--- src/rtl/tdm_tx_pkg.sv ---
package tdm_tx_pkg;

    localparam int SMP_BITS  = 24;
    localparam int SLOT_BITS = 32;
    localparam int SUB_BITS  = 2 * SLOT_BITS;
    localparam int SLOT_W    = $clog2(SLOT_BITS);
    localparam int OFF_W     = $clog2(SUB_BITS);

    typedef logic [SMP_BITS-1:0] smp_t;

    typedef struct packed {
        smp_t left;
        smp_t right;
    } pair_t;

    typedef enum logic [1:0] {
        WL_24 = 2'b00,
        WL_20 = 2'b01,
        WL_18 = 2'b10,
        WL_16 = 2'b11
    } wl_e;

    // Number of sample bits carried in a slot for a word-length code.
    function automatic logic [SLOT_W-1:0] wl_len(input wl_e code);
        logic [SLOT_W-1:0] n;
        case (code)
            WL_24:   n = SLOT_W'(24);
            WL_20:   n = SLOT_W'(20);
            WL_18:   n = SLOT_W'(18);
            default: n = SLOT_W'(16);
        endcase
        return n;
    endfunction

    // Bit of a left-justified, MSB-first sample at slot offset off.
    function automatic logic slot_bit(input smp_t s,
                                      input logic [SLOT_W-1:0] off,
                                      input logic [SLOT_W-1:0] len);
        logic r;
        r = 1'b0;
        for (int i = 0; i < SMP_BITS; i++) begin
            if ((off < len) && (int'(off) == SMP_BITS - 1 - i)) begin
                r = s[i];
            end
        end
        return r;
    endfunction

endpackage

--- src/rtl/tdm_frame_timer.sv ---
module tdm_frame_timer
    import tdm_tx_pkg::*;
#(
    parameter  int FRAME_BITS = 512,
    localparam int CNT_W      = $clog2(FRAME_BITS)
) (
    input  logic             clk,
    input  logic             rst,
    input  logic             master_i,
    input  logic             fs_i,
    output logic             start_o,
    output logic [CNT_W-1:0] cnt_o,
    output logic             fs_o
);

    localparam logic [CNT_W-1:0] LAST = CNT_W'(FRAME_BITS - 1);

    logic             fs_q;
    logic [CNT_W-1:0] cnt_q;

    // Master: wrap after the last position. Slave: rising frame clock edge.
    assign start_o = master_i ? (cnt_q == LAST) : (fs_i & ~fs_q);
    assign cnt_o   = cnt_q;

    always_ff @(posedge clk) begin
        if (rst) begin
            fs_q  <= 1'b0;
            cnt_q <= LAST;
        end else begin
            fs_q <= fs_i;
            if (start_o) begin
                cnt_q <= '0;
            end else if (cnt_q != LAST) begin
                cnt_q <= cnt_q + 1'b1;
            end
        end
    end

    // Frame pulse launched on the falling edge, aligned with position 0.
    always_ff @(negedge clk) begin
        if (rst) begin
            fs_o <= 1'b0;
        end else begin
            fs_o <= master_i && (int'(cnt_q) < SLOT_BITS);
        end
    end

    AST_START_CLEARS: assert property (@(posedge clk) disable iff (rst)
        start_o |=> cnt_q == '0);

    AST_IDLE_HOLD: assert property (@(posedge clk) disable iff (rst)
        (!master_i && !start_o && cnt_q == LAST) |=> cnt_q == LAST);

endmodule

--- src/rtl/tdm_slot_mux.sv ---
module tdm_slot_mux
    import tdm_tx_pkg::*;
(
    input  pair_t            pair_i,
    input  wl_e              wl_i,
    input  logic [OFF_W-1:0] pos_i,
    output logic             bit_o
);

    smp_t              smp;
    logic [SLOT_W-1:0] len;

    assign len   = wl_len(wl_i);
    assign smp   = pos_i[SLOT_W] ? pair_i.right : pair_i.left;
    assign bit_o = slot_bit(smp, pos_i[SLOT_W-1:0], len);

endmodule

--- src/rtl/tdm_chain_delay.sv ---
module tdm_chain_delay #(
    parameter int DEPTH = 64
) (
    input  logic clk,
    input  logic rst,
    input  logic din_i,
    output logic dout_o
);

    logic [DEPTH-1:0] sr_q;

    always_ff @(posedge clk) begin
        if (rst) begin
            sr_q <= '0;
        end else begin
            sr_q <= {sr_q[DEPTH-2:0], din_i};
        end
    end

    assign dout_o = sr_q[DEPTH-1];

endmodule

--- src/rtl/tdm_chain_tx.sv ---
module tdm_chain_tx
    import tdm_tx_pkg::*;
#(
    parameter  int N_DEV      = 8,
    localparam int FRAME_BITS = N_DEV * SUB_BITS,
    localparam int CNT_W      = $clog2(FRAME_BITS)
) (
    input  logic                clk,
    input  logic                rst,
    input  logic                master_i,
    input  logic                fs_i,
    output logic                fs_o,
    input  logic [SMP_BITS-1:0] smp_l_i,
    input  logic [SMP_BITS-1:0] smp_r_i,
    input  logic                smp_vld_i,
    input  logic [1:0]          wl_i,
    input  logic                chain_i,
    output logic                sdo_o
);

    logic             start;
    logic [CNT_W-1:0] cnt;
    pair_t            in_pair;
    pair_t            hold_q;
    pair_t            act_q;
    wl_e              wl_q;
    logic             mux_bit;
    logic             dly_bit;
    logic             nxt_bit;

    assign in_pair = '{left: smp_l_i, right: smp_r_i};

    tdm_frame_timer #(
        .FRAME_BITS (FRAME_BITS)
    ) u_timer (
        .clk      (clk),
        .rst      (rst),
        .master_i (master_i),
        .fs_i     (fs_i),
        .start_o  (start),
        .cnt_o    (cnt),
        .fs_o     (fs_o)
    );

    // Sample pair holding register and per-frame snapshot.
    always_ff @(posedge clk) begin
        if (rst) begin
            hold_q <= '0;
            act_q  <= '0;
            wl_q   <= WL_24;
        end else begin
            if (smp_vld_i) begin
                hold_q <= in_pair;
            end
            if (start) begin
                act_q <= smp_vld_i ? in_pair : hold_q;
                wl_q  <= wl_e'(wl_i);
            end
        end
    end

    tdm_slot_mux u_mux (
        .pair_i (act_q),
        .wl_i   (wl_q),
        .pos_i  (cnt[OFF_W-1:0]),
        .bit_o  (mux_bit)
    );

    tdm_chain_delay #(
        .DEPTH (SUB_BITS)
    ) u_delay (
        .clk    (clk),
        .rst    (rst),
        .din_i  (chain_i),
        .dout_o (dly_bit)
    );

    assign nxt_bit = (int'(cnt) < SUB_BITS) ? mux_bit : dly_bit;

    always_ff @(negedge clk) begin
        if (rst) begin
            sdo_o <= 1'b0;
        end else begin
            sdo_o <= nxt_bit;
        end
    end

    AST_PAD_ZERO: assert property (@(posedge clk) disable iff (rst)
        ((int'(cnt) < SUB_BITS) && (cnt[SLOT_W-1:0] >= wl_len(wl_q))) |-> !mux_bit);

    AST_HOLD_REPEAT: assert property (@(posedge clk) disable iff (rst)
        (start && !smp_vld_i) |=> act_q == $past(hold_q));

    AST_WL_FROZEN: assert property (@(posedge clk) disable iff (rst)
        !start |=> $stable(wl_q));

    AST_FORWARD: assert property (@(posedge clk) disable iff (rst)
        (int'(cnt) >= SUB_BITS) |-> sdo_o == dly_bit);

endmodule

--- config.mk ---
export PLATFORM = sky130hd
export DESIGN_NAME = tdm_chain_tx
export DESIGN_NICKNAME = d
export VERILOG_FILES = /design/src/rtl/tdm_tx_pkg.sv /design/src/rtl/tdm_frame_timer.sv /design/src/rtl/tdm_slot_mux.sv /design/src/rtl/tdm_chain_delay.sv /design/src/rtl/tdm_chain_tx.sv
export SDC_FILE = /design/constraint.sdc
export NUM_CORES = 1
export LEC_CHECK = 0
export BUFFER_PORTS_ARGS = -buffer_cell sky130_fd_sc_hd__buf_2
export CAP_MARGIN = 20
export CELL_PAD_IN_SITES_DETAIL_PLACEMENT = 0
export CELL_PAD_IN_SITES_GLOBAL_PLACEMENT = 1
export CORE_MARGIN = 1
export CORE_UTILIZATION = 49
export DETAILED_ROUTE_END_ITERATION = 7
export PLACE_DENSITY = 0.82
export SYNTH_ARGS = -nofsm -noshare
export SYNTH_HDL_FRONTEND = slang
export SYNTH_SLANG_ARGS = --single-unit
--- constraint.sdc ---
create_clock -name clk -period 6.3 [get_ports clk]
set_input_delay 1.575 -clock clk [delete_from_list [all_inputs] [get_ports clk]]
set_output_delay 1.575 -clock clk [all_outputs]
set_load 0.01 [all_outputs]
==> metrics.yaml, run 1 <==
finalWirelength_mm: 11.8
critPathKind: "reg2out"
synth-edff-count: 0
synth_nets: 685
grt_pass1_vias: 4012
numCtsBuffers: 17
rows: 41
fillers: 1111
dpl_cell_area_mm2: 0.00668
path_clk_slew_ns: 0.06
crit_path_end_kind: "primary output"
vdd_drop_max_v: 0.000219
clock-skew-final_ns: 0.0251
io_buffers: 57
nNetsFinal: 723
syn_avg_cell_area_um2: 10.2
cap_viol_max_count: 0
postCtsHoldBufs: 0
clk_path_buf_depth: 2
cp_top_family: "flip-flops"
slew_headroom: 0.454
slew_violations: 0
initial_core_util: 0.502
reg2reg_slack_ns: 0.97
setup_violations: 0
seq_area_frac_synth: 0.552
drtAntennaViolNets: 0
crit_path_start_kind: "flop"
dp_slack_ns: 0.928
hold_class: "reg2reg"
die_w_um: 115
fp.coreArea_mm2: 0.0126
routed_via_density: 4.98
grt_pass1_wl_mm: 19.5
cp.arrival_ns: 4.03
drt_iter0_markers: 199
critPathSlowestCell: "dfxtp_1"
grt_antenna_before_repair: 0
io_pins: 58
postSynthCellCount: 621
via_count: 4200
overflow: 0
gp_congestion: 0.882
power_density_mw_per_mm2: 404
timing.hold.ws_ns: 0.437
setup_tns_ns: 0
drive_gt1_frac: 0.154
cts_root_buffer: "clkbuf_16"
yosys_register_bits: 174
die_area_mm2: 0.0133
cp_max_fo: 1
synth_ff_type: "dfxtp_1"
cts_tree: "built"
ys_types: 43
critPathRequiredTime_ns: 4.72
total_power_mw: 2.95
rsz0062_at_grt: "false"
post-cts-setup-buffers: 0
cts_resized: 0
wl_per_cell_um: 14.0
grt.total_usage: 0.192
tightest_slew_ns: 0.819
max_stage_delay_ns: 0.31
syn_area_mm2: 0.00631
final_hold_viol_count: 0
critPathBufInv: 1
p_leak_nw: 3.10
grt_max_degree: 83
outcome: "finished, final reports clean"
clock_sinks: 174
async_reset_ff_frac: 0
fin_util: 0.582
htree_levels: 4
seq_area_mm2: 0.00348
cp_cell_sequence: "buf_2"
layout_setup_ws_ns: 0.693
fin_area_mm2: 0.00731
hpwlAfterDp_mm: 7.96
die_y_um: 115
yosys_warnings: 0
drt_pass1_iterations: 5
syn_to_final_growth_pct: 15.9
clk_latency_ns: 0.44
antenna_cells: 0
multi_input_area_mm2: 0.00260
layout.cells.non_filler: 843
drc: 0
place_inst: 811
-- registers in the layout, indices dropped and copies added, names as in the netlist --
signal and cells:
act_q 48, hold_q 48, sdo_o 1, u_delay.sr_q 64
u_timer.cnt_o 9, u_timer.fs_o 1, u_timer.fs_q 1, wl_q 2
-- kinds of logic (layout without fill, tap and decap cells) --
| kind of cell | Yosys count | count (layout) | share of synthesized area |
|---|---|---|---|
| simple gates | 212 | 212 | 0.161 |
| flops | 174 | 174 | 0.552 |
| compound gates | 91 | 91 | 0.103 |
| mux | 75 | 75 | 0.121 |
| buf+inv | 55 | 105 | 0.0381 |
| fa+ha+maj | 8 | 8 | 0.0159 |
| xor+xnor | 6 | 6 | 0.00833 |
-- Yosys cell counts, types with 2 or more instances --
library cell	count	area (µm²)
a211oi_1	49	368
a21oi_1	11	55.1
a22oi_1	2	15.0
buf_2	12	60.1
buf_6	2	22.5
clkbuf_1	31	116
dfxtp_1	174	3480
ha_1	8	100
inv_1	9	33.8
mux2_2	6	67.6
mux2i_1	68	681
nand2_1	12	45.0
nand3_1	3	15.0
nor2_1	114	428
nor2b_1	68	425
nor3b_1	2	15.0
nor4_1	2	12.5
nor4b_1	2	17.5
o211ai_1	3	22.5
o21ai_0	6	30.0
o21bai_1	9	67.6
o221ai_1	2	17.5
or3_1	2	12.5
xor2_1	5	43.8
-- layout by cell type, fill, tap and decap left out, drive strengths merged, types with 2 or more instances in the layout --
| master | instances |
|---|---|
| a211oi | 49 |
| a21oi | 11 |
| a22oi | 2 |
| buf | 64 |
| bufinv | 3 |
| clkbuf | 23 |
| clkinv | 2 |
| clkinvlp | 2 |
| dfxtp | 174 |
| ha | 8 |
| inv | 11 |
| mux2 | 7 |
| mux2i | 68 |
| nand2 | 12 |
| nand3 | 3 |
| nor2 | 114 |
| nor2b | 68 |
| nor3b | 2 |
| nor4 | 2 |
| nor4b | 2 |
| o211ai | 3 |
| o21ai | 7 |
| o21bai | 9 |
| o221ai | 2 |
| or3 | 2 |
| xor2 | 5 |
-- layout make-up --
class / count / area share
Sequential cell: 174 / 0.476
Tap cell: 172 / 0.0294
Multi-Input combinational cell: 392 / 0.355
Clock inverter: 10 / 0.0185
Inverter: 8 / 0.00411
Clock buffer: 23 / 0.0681
Timing Repair Buffer: 64 / 0.0483
-- worst paths after layout --
kind	start	endpoint	cells after the start
hold reg to reg	u_delay.sr_q[17]	u_delay.sr_q[18]	1
hold / removal	u_delay.sr_q[17]	u_delay.sr_q[18]	1
setup / recovery	u_timer.fs_o	fs_o	1
setup reg to reg	u_timer.cnt_o[5]	sdo_o	7
-- layer usage --
metal / part of all wire / track usage / vias to the layer above
met3: 0.035 / 0.0486 / 14
met1: 0.50 / 0.256 / 1935
met2: 0.45 / 0.297 / 64
met5: 0 / 0 / -
met4: 0.015 / 0.0805 / 0
li1: - / - / 2187
-- report_power, final --
part	switching [mW]	internal (mW)	total, mW
sequential	0.0987	1.20	1.30
clock	0.412	0.677	1.09
combinational	0.316	0.249	0.565
(Power assumes the default switching activity.)
==> run 2: changes to the inputs <==
--- a/config.mk
+++ b/config.mk
@@ -10,9 +10,10 @@
 export CELL_PAD_IN_SITES_DETAIL_PLACEMENT = 0
 export CELL_PAD_IN_SITES_GLOBAL_PLACEMENT = 1
 export CORE_MARGIN = 1
-export CORE_UTILIZATION = 49
+export CORE_UTILIZATION = 46
 export DETAILED_ROUTE_END_ITERATION = 7
-export PLACE_DENSITY = 0.82
+export HOLD_SLACK_MARGIN = 0.12
+export PLACE_DENSITY = 0.78
 export SYNTH_ARGS = -nofsm -noshare
 export SYNTH_HDL_FRONTEND = slang
 export SYNTH_SLANG_ARGS = --single-unit
==> constraint.sdc (replaced) <==
create_clock -name clk -period 5.4 [get_ports clk]
set_input_delay 1.35 -clock clk [delete_from_list [all_inputs] [get_ports clk]]
set_output_delay 1.35 -clock clk [all_outputs]
set_load 0.01 [all_outputs]
==> metrics.yaml, run 2 (synthesized netlist as in run 1, its figures left out) <==
outcome: "finished, final reports clean"
postCtsHoldBufs: 0
path_clk_slew_ns: 0.06
cp-endpoint: "sdo_o"
mostFrequentLayoutCells: "dfxtp_1, nor2_1, nor2b_1, mux2i_1, buf_2"
clock-skew-final_ns: 0.0300
grt.total_usage: 0.176
regToRegEndpoint: "sdo_o"
crit_path_start_kind: "flop"
initial_core_util: 0.474
rows: 42
die_area_mm2: 0.0142
critPathSlowestCell: "dfxtp_1"
reg_top3: "u_delay.sr_q (64), act_q (48), hold_q (48)"
io_pins: 58
grt_pass1_wl_mm: 19.7
rsz0062_at_grt: "false"
overflow: 0
power_density_mw_per_mm2: 479
drt_pass1_iterations: 4
worstSetupStartpoint: "sdo_o"
cap_viol_max_count: 0
fin_util: 0.551
vdd_drop_max_v: 0.000326
cp_max_fo: 1
syn_to_final_growth_pct: 16.2
drive_gt1_frac: 0.156
fp.coreArea_mm2: 0.0133
htree_levels: 4
final_hold_viol_count: 0
die_y_um: 119
clock_sinks: 174
routed_via_density: 4.94
cp.arrival_ns: 3.59
crit_cells: 1
critPathBufInv: 1
drt_iter0_markers: 292
cp_top_family: "flip-flops"
tightest_slew_ns: 1.02
drc: 0
critPathRequiredTime_ns: 4.05
die_w_um: 119
slew_violations: 0
setup_tns_ns: 0
slew_headroom: 0.320
fillers: 1233
layout.cells.non_filler: 848
max_stage_delay_ns: 0.32
place_inst: 816
clk_latency_ns: 0.44
cts_resized: 0
clk_path_buf_depth: 2
critPathKind: "reg2out"
nNetsFinal: 724
crit_path_end_kind: "primary output"
setup_violations: 0
timing.rr.start: "u_timer.cnt_o[0]"
antenna_cells: 0
cts_root_buffer: "clkbuf_16"
post-cts-setup-buffers: 0
final_common_cell: "dfxtp_1"
wl_per_cell_um: 13.6
grt_pass1_vias: 4074
cts_tree: "built"
drtAntennaViolNets: 0
hold_class: "reg2reg"
grt_max_degree: 109
io_buffers: 57
via_count: 4189
hpwlAfterDp_mm: 7.53
gp_congestion: 0.838
cp_cell_sequence: "buf_2"
p_leak_nw: 3.12
largest_reg_flops: 64
grt_antenna_before_repair: 0
finalWirelength_mm: 11.5
reg2reg_slack_ns: 0.65
largest-register: "u_delay.sr_q"
r2r_cells: 8
numCtsBuffers: 17
==> run 2: cell count changes in the layout (fill, tap and decap cells not counted), sizes merged <==
cell | previous run | this run
clkinv | 2 | 3
inv | 11 | 13
buf | 64 | 65
clkinvlp | 2 | 1
bufinv | 3 | 4
clkbuf | 23 | 20
==> run 2: where the power goes <==
part	total [mW]	switching [mW]	leakage (nW)	internal, mW
registers	1.48	0.0783	1.42	1.40
logic	0.707	0.410	1.37	0.297
clock network	1.32	0.504	0.324	0.816
==> run 2: final cells by class <==
type                    instances  area, µm²  area share
flip-flops and latches        174       3480       0.475
well taps                     176        220      0.0300
inverters                       8       30.0     0.00410
clock buffers                  20        467      0.0637
multi-input cells             392       2600       0.354
clock inverters                13        184      0.0251
repair buffers                 65        348      0.0475
==> run 2: worst min path at each step <==
stage                startpoint  slack [ns]               end  depth (start not counted)
2_1_floorplan   u_delay.sr_q[9]        0.41  u_delay.sr_q[10]                          1
3_3_place_gp   u_delay.sr_q[29]        0.42  u_delay.sr_q[30]                          1
3_5_place_dp   u_delay.sr_q[61]        0.42  u_delay.sr_q[62]                          1
4_1_cts        u_delay.sr_q[29]        0.44  u_delay.sr_q[30]                          1
5_1_grt        u_delay.sr_q[28]        0.45  u_delay.sr_q[29]                          1
6_report       u_delay.sr_q[29]        0.43  u_delay.sr_q[30]                          1
==> run 2: routing by layer <==
layer,global-route usage,share of wire,vias to the layer above
met3,0.0536,0.042,14
met4,0.0688,0.012,0
met5,0,0,-
li1,-,-,2193
met1,0.239,0.51,1900
met2,0.262,0.44,82
==> run 2: stage by stage <==
stage | power (mW) | worst slack, ns | hold slack (ns) | area (µm²)
2_1_floorplan | 2.05 | 0.630 | 0.414 | 6310
3_3_place_gp | 2.20 | 0.587 | 0.416 | 6680
3_5_place_dp | 2.22 | 0.556 | 0.422 | 6680
4_1_cts | 3.53 | 0.449 | 0.438 | 7330
5_1_grt | 3.69 | 0.425 | 0.452 | 7330
6_report | 3.51 | 0.457 | 0.434 | 7330
==> run 3: changes to the inputs <==
--- a/config.mk
+++ b/config.mk
@@ -14,6 +14,7 @@
 export DETAILED_ROUTE_END_ITERATION = 7
 export HOLD_SLACK_MARGIN = 0.12
 export PLACE_DENSITY = 0.78
+export SLEW_MARGIN = 10
 export SYNTH_ARGS = -nofsm -noshare
 export SYNTH_HDL_FRONTEND = slang
 export SYNTH_SLANG_ARGS = --single-unit
==> constraint.sdc (replaced) <==
create_clock -name clk -period 5.4 [get_ports clk]
set_input_delay 0.54 -clock clk [delete_from_list [all_inputs] [get_ports clk]]
set_output_delay 0.54 -clock clk [all_outputs]
set_load 0.01 [all_outputs]
==> metrics.yaml, run 3 (synthesized netlist as in run 1, its figures left out) <==
postCtsHoldBufs: 0
largest_reg_flops: 64
setup_violations: 0
grt_pass1_vias: 3992
regToRegEndpoint: "sdo_o"
cap_viol_max_count: 0
hpwlAfterDp_mm: 7.55
wl_per_cell_um: 13.8
outcome: "finished, final reports clean"
tightest_slew_ns: 1.02
htree_levels: 4
reg2reg_slack_ns: 0.70
reg_top3: "u_delay.sr_q (64), act_q (48), hold_q (48)"
initial_core_util: 0.474
rsz0062_at_grt: "false"
grt_max_degree: 109
p_leak_nw: 3.11
setup_tns_ns: 0
drt_iter0_markers: 312
gp_congestion: 0.826
grt_antenna_before_repair: 0
syn_to_final_growth_pct: 16.1
worstHoldPathCells: 2
critPathRequiredTime_ns: 3.03
cts_root_buffer: "clkbuf_16"
die_w_um: 119
clk_latency_ns: 0.45
crit_path_end_kind: "flop"
drt_pass1_iterations: 4
final_hold_viol_count: 0
overflow: 0
die_area_mm2: 0.0142
via_count: 4183
cp_max_fo: 9
power_density_mw_per_mm2: 480
drtAntennaViolNets: 0
timing.rr.start: "u_timer.cnt_o[1]"
slew_headroom: 0.323
antenna_cells: 0
slew_violations: 0
r2r_cells: 8
io_pins: 58
die_y_um: 119
cts_tree: "built"
crit_path_start_kind: "flop"
numCtsBuffers: 17
hold_class: "in2reg"
cp.arrival_ns: 2.32
final_common_cell: "dfxtp_1"
nNetsFinal: 722
clk_path_buf_depth: 2
timing.hold.ws_ns: 0.321
io_buffers: 57
clock-skew-final_ns: 0.0279
vdd_drop_max_v: 0.000277
critPathKind: "reg2reg"
mostFrequentLayoutCells: "dfxtp_1, nor2_1, nor2b_1, mux2i_1, buf_2"
finalWirelength_mm: 11.7
cp-endpoint: "sdo_o"
worstSetupStartpoint: "u_timer.cnt_o[1]"
post-cts-setup-buffers: 0
largest-register: "u_delay.sr_q"
clock_sinks: 174
drc: 0
cts_resized: 0
grt.total_usage: 0.180
rows: 42
routed_via_density: 4.94
path_clk_slew_ns: 0.07
fp.coreArea_mm2: 0.0133
grt_pass1_wl_mm: 19.9
drive_gt1_frac: 0.155
run 3: cell count changes in the layout (fill, tap and decap cells not counted), sizes merged:
cell / change
clkbuf: -3
buf: -2
clkinv: -1
inv: +5
run 3: how the worst min path moves through the flow:
stage / start / endpoint / slack (ns)
final: chain_i / u_delay.sr_q[0] / 0.32
after global routing: chain_i / u_delay.sr_q[0] / 0.32
after CTS: chain_i / u_delay.sr_q[0] / 0.30
after detailed placement: u_delay.sr_q[10] / u_delay.sr_q[11] / 0.42
after global placement: u_delay.sr_q[12] / u_delay.sr_q[13] / 0.42
after floorplan: u_delay.sr_q[9] / u_delay.sr_q[10] / 0.41
run 3: per-layer routing:
layer,GRT usage,vias up,share of wire
met5,0,-,0
met4,0.0831,0,0.024
met3,0.0536,19,0.033
met2,0.269,57,0.45
met1,0.238,1923,0.49
li1,-,2184,-
run 3: report_power, final:
group / switching [mW] / internal, mW
Clock: 0.534 / 0.793
Sequential: 0.0885 / 1.40
Combinational: 0.403 / 0.301
run 3: critical path, cell delays in order, from the launching register on:
cell and delay [ns]:
dfxtp_1 0.41, inv_1 0.10, ha_1 0.30, inv_1 0.19, nor2_1 0.09, o31ai_1 0.35, nand3_1 0.14, o2111ai_1 0.22
a21oi_1 0.09
run 3: through the flow:
step | setup WS, ns | cells | area [µm²] | util | power, mW
after floorplan | 0.963 | 621 | 6310 | - | 2.05
final | 0.700 | 847 | 7330 | 0.551 | 3.52
after global placement | 0.787 | 814 | 6680 | 0.502 | 2.22
after CTS | 0.714 | 847 | 7330 | 0.551 | 3.56
after detailed placement | 0.716 | 814 | 6680 | 0.502 | 2.23
after global routing | 0.546 | 847 | 7330 | 0.551 | 3.71
run 3: cell type report:
class,count,area (µm²)
clock buffers,17,425
clock inverters,17,226
fillers,1170,5970
inverters,8,30.0
multi-input cells,392,2600
flip-flops and latches,174,3480
well taps,176,220
repair buffers,63,345
